===== src/rtl/esc_class_pkg.sv =====
// Shared definitions for the alert class escalation controller.
package esc_class_pkg;
    localparam int N_PH  = 4;              // number of escalation phases
    localparam int MAP_W = $clog2(N_PH);   // width of a phase selector

    typedef enum logic [2:0] {
        ST_IDLE = 3'd0,
        ST_TMO  = 3'd1,
        ST_PH0  = 3'd2,
        ST_PH1  = 3'd3,
        ST_PH2  = 3'd4,
        ST_PH3  = 3'd5,
        ST_TERM = 3'd6
    } esc_state_e;
endpackage


===== src/rtl/esc_accum.sv =====
// Saturating alert accumulator.
// ORs all hit sources into one increment per cycle. A clear wins over an
// increment. Flags a hit that lands while the count equals the threshold.
// Assumes the clear input is already qualified by the permission logic.
module esc_accum #(
    parameter int ACC_W = 16,
    parameter int N_SRC = 3
) (
    input  logic             clk_i,
    input  logic             rst_ni,
    input  logic [N_SRC-1:0] hit_i,
    input  logic             clr_i,
    input  logic [ACC_W-1:0] thresh_i,
    output logic [ACC_W-1:0] acc_o,
    output logic             thr_hit_o
);
    localparam logic [ACC_W-1:0] ACC_MAX = {ACC_W{1'b1}};

    logic             any_hit;
    logic [ACC_W-1:0] acc_q;

    // Reduce all sources to a single increment request.
    always_comb any_hit = |hit_i;

    // Count hits, holding at the maximum value.
    always_ff @(posedge clk_i) begin
        if (!rst_ni)
            acc_q <= '0;
        else if (clr_i)
            acc_q <= '0;
        else if (any_hit && acc_q != ACC_MAX)
            acc_q <= acc_q + 1'b1;
    end

    // Flag a hit that arrives with the count at the threshold.
    always_comb thr_hit_o = any_hit && (acc_q == thresh_i);

    assign acc_o = acc_q;
endmodule


===== src/rtl/esc_phase_fsm.sv =====
// Timeout and phase sequencer.
// Moves from Idle to Timeout, then through four phases to Terminal. One
// counter times the timeout and every phase. The accumulation trigger must
// already be gated by the class enable. The clear must already be qualified.
module esc_phase_fsm
    import esc_class_pkg::*;
#(
    parameter int CNT_W = 32
) (
    input  logic                  clk_i,
    input  logic                  rst_ni,
    input  logic                  en_i,
    input  logic                  clr_i,
    input  logic                  acc_trig_i,
    input  logic                  irq_pend_i,
    input  logic [CNT_W-1:0]      tmo_cyc_i,
    input  logic [N_PH*CNT_W-1:0] phase_cyc_i,
    output esc_state_e            state_o,
    output logic [CNT_W-1:0]      cnt_o,
    output logic                  start_o
);
    esc_state_e       st_q, st_d;
    logic [CNT_W-1:0] cnt_q, cnt_d;
    logic [CNT_W-1:0] len_arr [N_PH];
    logic [CNT_W-1:0] cur_len;
    logic [2:0]       ph_off;
    logic [MAP_W-1:0] ph_idx;

    // Unpack the flattened phase-length bus.
    for (genvar k = 0; k < N_PH; k++) begin : g_len
        assign len_arr[k] = phase_cyc_i[k*CNT_W +: CNT_W];
    end

    // Select the length of the phase currently running.
    always_comb begin
        ph_off  = 3'(st_q) - 3'(ST_PH0);
        ph_idx  = ph_off[MAP_W-1:0];
        cur_len = len_arr[ph_idx];
    end

    // Compute the next state, the next count and the escalation start pulse.
    always_comb begin
        st_d    = st_q;
        cnt_d   = cnt_q;
        start_o = 1'b0;
        if (clr_i) begin
            st_d  = ST_IDLE;
            cnt_d = '0;
        end else begin
            unique case (st_q)
                ST_IDLE: begin
                    if (acc_trig_i) begin
                        st_d    = ST_PH0;
                        cnt_d   = '0;
                        start_o = 1'b1;
                    end else if (en_i && irq_pend_i && tmo_cyc_i != '0) begin
                        st_d  = ST_TMO;
                        cnt_d = CNT_W'(1);
                    end
                end
                ST_TMO: begin
                    if (acc_trig_i) begin
                        st_d    = ST_PH0;
                        cnt_d   = '0;
                        start_o = 1'b1;
                    end else if (!en_i || !irq_pend_i) begin
                        st_d  = ST_IDLE;
                        cnt_d = '0;
                    end else if (cnt_q >= tmo_cyc_i) begin
                        st_d    = ST_PH0;
                        cnt_d   = '0;
                        start_o = 1'b1;
                    end else begin
                        cnt_d = cnt_q + 1'b1;
                    end
                end
                ST_PH0, ST_PH1, ST_PH2, ST_PH3: begin
                    if (cnt_q >= cur_len) begin
                        st_d  = (st_q == ST_PH3) ? ST_TERM : esc_state_e'(3'(st_q) + 3'd1);
                        cnt_d = '0;
                    end else begin
                        cnt_d = cnt_q + 1'b1;
                    end
                end
                ST_TERM: begin
                    cnt_d = '0;
                end
                default: begin
                    st_d  = ST_IDLE;
                    cnt_d = '0;
                end
            endcase
        end
    end

    // Register the state and the shared counter.
    always_ff @(posedge clk_i) begin
        if (!rst_ni) begin
            st_q  <= ST_IDLE;
            cnt_q <= '0;
        end else begin
            st_q  <= st_d;
            cnt_q <= cnt_d;
        end
    end

    assign state_o = st_q;
    assign cnt_o   = cnt_q;
endmodule


===== src/rtl/esc_out_map.sv =====
// Escalation line mapper.
// Drives each line while its enable is set and the state is its mapped phase.
// Purely combinational from the registered state, so the lines are glitch-free
// relative to the state register.
module esc_out_map
    import esc_class_pkg::*;
#(
    parameter int N_OUT = 4
) (
    input  esc_state_e             state_i,
    input  logic [N_OUT-1:0]       en_i,
    input  logic [MAP_W*N_OUT-1:0] map_i,
    output logic [N_OUT-1:0]       esc_o
);
    logic             in_phase;
    logic [2:0]       ph_off;
    logic [MAP_W-1:0] ph_idx;

    // Decode whether a phase is active, and which one.
    always_comb begin
        in_phase = (state_i == ST_PH0) || (state_i == ST_PH1) ||
                   (state_i == ST_PH2) || (state_i == ST_PH3);
        ph_off   = 3'(state_i) - 3'(ST_PH0);
        ph_idx   = ph_off[MAP_W-1:0];
    end

    // Compare each line's mapping with the active phase.
    for (genvar i = 0; i < N_OUT; i++) begin : g_line
        assign esc_o[i] = en_i[i] && in_phase && (map_i[i*MAP_W +: MAP_W] == ph_idx);
    end
endmodule


===== src/rtl/esc_class_ctrl.sv =====
// Alert class escalation controller (top).
// Ties together the accumulator, the sequencer and the line mapper. Holds
// the sticky clear lockout. Assumes all configuration is quasi-static.
module esc_class_ctrl
    import esc_class_pkg::*;
#(
    parameter int ACC_W = 16,
    parameter int CNT_W = 32,
    parameter int N_SRC = 3,
    parameter int N_OUT = 4
) (
    input  logic                   clk_i,
    input  logic                   rst_ni,
    input  logic [N_SRC-1:0]       alert_hit_i,
    input  logic                   irq_pend_i,
    input  logic                   clr_i,
    input  logic                   cls_en_i,
    input  logic                   lock_i,
    input  logic                   clr_en_i,
    input  logic [ACC_W-1:0]       acc_thresh_i,
    input  logic [CNT_W-1:0]       tmo_cyc_i,
    input  logic [N_PH*CNT_W-1:0]  phase_cyc_i,
    input  logic [N_OUT-1:0]       out_en_i,
    input  logic [MAP_W*N_OUT-1:0] out_map_i,
    output logic [N_OUT-1:0]       esc_o,
    output logic [2:0]             state_o,
    output logic [ACC_W-1:0]       acc_o,
    output logic [CNT_W-1:0]       cnt_o
);
    logic       clr_ok_q;
    logic       clr_eff;
    logic       thr_hit;
    logic       acc_trig;
    logic       esc_start;
    esc_state_e st;

    // Qualify the software clear with its enable and the lockout.
    always_comb clr_eff = clr_i && clr_en_i && clr_ok_q;

    // Only an enabled class may escalate through accumulation.
    always_comb acc_trig = thr_hit && cls_en_i;

    // Withdraw clear permission once escalation starts while locked.
    always_ff @(posedge clk_i) begin
        if (!rst_ni)
            clr_ok_q <= 1'b1;
        else if (lock_i && esc_start)
            clr_ok_q <= 1'b0;
    end

    esc_accum #(.ACC_W(ACC_W), .N_SRC(N_SRC)) u_accum (
        .clk_i     (clk_i),
        .rst_ni    (rst_ni),
        .hit_i     (alert_hit_i),
        .clr_i     (clr_eff),
        .thresh_i  (acc_thresh_i),
        .acc_o     (acc_o),
        .thr_hit_o (thr_hit)
    );

    esc_phase_fsm #(.CNT_W(CNT_W)) u_fsm (
        .clk_i       (clk_i),
        .rst_ni      (rst_ni),
        .en_i        (cls_en_i),
        .clr_i       (clr_eff),
        .acc_trig_i  (acc_trig),
        .irq_pend_i  (irq_pend_i),
        .tmo_cyc_i   (tmo_cyc_i),
        .phase_cyc_i (phase_cyc_i),
        .state_o     (st),
        .cnt_o       (cnt_o),
        .start_o     (esc_start)
    );

    esc_out_map #(.N_OUT(N_OUT)) u_map (
        .state_i (st),
        .en_i    (out_en_i),
        .map_i   (out_map_i),
        .esc_o   (esc_o)
    );

    assign state_o = 3'(st);
endmodule


===== config.mk =====
export PLATFORM = sky130hd
export DESIGN_NAME = esc_class_ctrl
export DESIGN_NICKNAME = d
export VERILOG_FILES = /design/src/rtl/esc_class_pkg.sv /design/src/rtl/esc_accum.sv /design/src/rtl/esc_phase_fsm.sv /design/src/rtl/esc_out_map.sv /design/src/rtl/esc_class_ctrl.sv
export SDC_FILE = /design/constraint.sdc
export NUM_CORES = 1
export LEC_CHECK = 0
export BUFFER_PORTS_ARGS = -buffer_cell sky130_fd_sc_hd__buf_2
export CAP_MARGIN = 20
export CELL_PAD_IN_SITES_DETAIL_PLACEMENT = 1
export CELL_PAD_IN_SITES_GLOBAL_PLACEMENT = 2
export CORE_UTILIZATION = 24
export CTS_CLUSTER_DIAMETER = 100
export DETAILED_ROUTE_END_ITERATION = 6
export GPL_TIMING_DRIVEN = 0
export PLACE_DENSITY = 0.77
export RECOVER_POWER = 100
export SKIP_LAST_GASP = 1
export SLEW_MARGIN = 20
export SYNTH_ARGS = -nofsm -noshare
export SYNTH_HDL_FRONTEND = slang
export SYNTH_SLANG_ARGS = --single-unit

===== constraint.sdc =====
create_clock -name clk_i -period 3.7 [get_ports clk_i]
set_input_delay 0.555 -clock clk_i [delete_from_list [all_inputs] [get_ports clk_i]]
set_output_delay 0.555 -clock clk_i [all_outputs]
set_load 0.01 [all_outputs]

==> impl_metrics.py <==
metrics = {
    "status": {
        "status": "complete, no violations",
    },
    "yosys": {
        "synth_area_per_cell_um2": 8.50,
        "ys_types": 59,
        "ys_seq_area_share_pct": 18.8,
        "syn_inst": 651,
        "ys_top_cells_by_area": "dfxtp_1, ha_1, mux4_2, inv_1, nand2_1",
        "synth_nets": 920,
        "yosys.area.top_type": "dfxtp_1",
        "synth_ff_type": "dfxtp_1",
        "synth_top_area_share_pct": 18.8,
        "synth_top_cells_by_count": "inv_1, ha_1, nand2_1",
        "synth.most_common_cell": "inv_1",
        "synth_seq_cells": 52,
        "yosysWarningCount": 0,
        "async_flop_share_pct": 0,
        "synth_area_mm2": 0.00554,
        "synth_edf_count": 0,
    },
    "finish": {
        "syn2layout_area_growth_pct": 34.0,
        "drive_gt1_share_pct": 31.6,
        "fillerInstances": 2820,
        "num-nets-final": 1184,
        "utilization_pct": 32.8,
        "multi_input_area_mm2": 0.00417,
        "final-seq-area_mm2": 0.00105,
    },
    "setup_path": {
        "worstPathCellList": "buf_12, clkbuf_16, mux4_2, ha_1, nand2b_1, a2111oi_2, or4_1, a311oi_2, nor3_2, or2_4, clkbuf_4, nand4_1, o311ai_2",
        "required_ps": 3860,
        "cpPeakStageDelay_ps": 540,
        "cp_slowest_cell": "mux4_2",
        "reg2reg_setup_slack_ps": 120,
        "cp_max_fo": 10,
        "setup.worst_path.end_class": "flop",
        "start_kind": "flop",
        "cp_data_arrival_time_ps": 3750,
        "path_class": "reg -> reg",
    },
    "timing": {
        "grt_setup_unrepaired": "true",
        "hold_viol_final": 0,
        "timing.final.crit_share_pct": 96.8,
        "fin_worst_skew_ps": 10.3,
        "layout_min_cycle_time_ps": 3580,
        "setup_viol": 0,
        "finalSetupTns_ps": 0,
        "max_freq_ghz": 0.279,
        "maxSlewViolCount": 0,
        "worst_slew_pin_slew_ps": 785,
        "relSlewSlack_pct": 47.5,
    },
    "grt": {
        "antenna_found_initial": 3,
        "grt_pass1_vias": 6333,
        "grt_usage_pct": 19.3,
        "grt_max_degree": 17,
        "grt_pass1_wl_um": 34900,
        "overflow": 0,
    },
    "worst_hold_path": {
        "hp-class": "in -> reg",
    },
    "placed_design": {
        "place_hpwl_um": 19100,
        "place.gp.congestion": 0.809,
        "io_buffers": 252,
    },
    "detailed_routing": {
        "vias": 6093,
        "dr.first_iter.drc_count": 234,
        "avgRoutedWirePerCell_um": 18.8,
        "antenna_left": 0,
        "drcViolationCount": 0,
        "wl_um": 22600,
        "dr.pass1.iters": 4,
        "viasPerCell": 5.07,
    },
    "clock_tree": {
        "cts_htree_levels": 2,
        "tritoncts": "yes",
        "root_buffer": "clkbuf_16",
        "insertion_delay_ps": 310,
        "cts_buffer_depth": 2,
        "cts_inserted_buffers": 5,
        "cts.sinks": 52,
        "path_clk_slew_ps": 70,
        "cts-hold-fix-buffers": 0,
    },
    "pwr": {
        "power_density_mw_per_mm2": 213,
        "ir_worst_vdd_uv": 189,
        "p_leak_nw": 3.30,
    },
    "floorplan": {
        "die_h_um": 154,
        "pin_count": 253,
        "fp.dieW_um": 154,
        "rows": 55,
        "core_area_mm2": 0.0226,
        "dieArea_mm2": 0.0237,
        "initial_utilization_pct": 24.4,
    },
    "job": {
        "cap_violations": 0,
    },
}
-- per-layer routing --
metal / GRT usage (%) / up-vias / wire [µm]
met4: 4.52 / 4 / 319
met2: 34.8 / 167 / 11300
met1: 23.9 / 2951 / 9710
li1: - / 2954 / -
met5: 0 / - / 23
met3: 3.13 / 17 / 1270
-- sequential cells by signal (all words and copies together) (netlist names) --
register	cells
u_fsm.state_o	3
u_fsm.cnt_o	32
u_accum.acc_o	16
clr_ok_q	1
-- cells by family after synthesis --
kind of cell / after synthesis / synth area share (%)
XOR/XNOR: 37 / 5.85
AND/OR/NAND/NOR: 245 / 22.5
flip-flops: 52 / 18.8
multiplexers: 35 / 13.6
adder cells (fa/ha/maj): 71 / 16.0
AO/OA/AOI/OAI: 116 / 16.1
buffers and inverters: 95 / 7.05
-- critical path: cells and delay by family, from the launching register on --
family / cells / cell delay, ps
buffers and inverters: 3 / 500
flip-flops: 1 / 410
AO/OA/AOI/OAI: 3 / 500
adder cells (fa/ha/maj): 1 / 290
multiplexers: 1 / 540
AND/OR/NAND/NOR: 5 / 1190
-- power breakdown --
| part | internal (W) | switching (W) | total [W] |
|---|---|---|---|
| clock network | 0.000254 | 0.000241 | 0.000495 |
| logic | 0.000263 | 0.000249 | 0.000512 |
| registers | 0.000564 | 0.0000103 | 0.000575 |
-- cells in the final DEF, fill, tap and decap left out, types with 20 or more instances in the layout --
cell      netlist  final
o21ai_0        23     23
dfxtp_1        52     50
nand2_1        71     71
nor2_1         41     41
mux4_2         32     32
xnor2_1        20     20
a21oi_1        26     26
nand4_1        39     39
clkbuf_1       10     56
buf_2           3    205
nand3_1        28     28
inv_1          74     74
ha_1           71     70
-- layout make-up --
class	count	share of cell area, %
tap	285	4.81
clock inverter	2	0.219
antenna	1	0.0337
sequential	52	14.1
inverter	74	3.75
timing repair buffer	257	16.7
clock buffer	6	1.74
multi-input combinational	504	56.2
buffer	21	2.51
-- metrics by stage --
stage,power (W),instances,setup WS [ps],area (µm²),hold slack (ps)
floorplan,0.000860,651,53.8,5540,439
global placement,0.00106,1188,-816,7160,456
detailed placement,0.00108,1188,-917,7160,471
CTS,0.00160,1200,30.2,7410,433
global route,0.00167,1202,-24.6,7420,458
finish,0.00158,1202,119,7420,440
-- path summary, 6_finish.rpt --
check              endpoint  cells after the start        startpoint
min reg2reg        clr_ok_q                      2          clr_ok_q
max          u_fsm.cnt_o[3]                     13  u_fsm.state_o[0]
max reg2reg  u_fsm.cnt_o[3]                     13  u_fsm.state_o[0]
min                clr_ok_q                      2            rst_ni
-- repair_timing --
item	4_1_cts	5_1_grt
cloned	0	0
endpoints found under the setup margin	39	29
setup buffers	4	1
resized for setup	33	10
pin swaps	3	6
No activity file was read; power rests on OpenSTA's default activity.
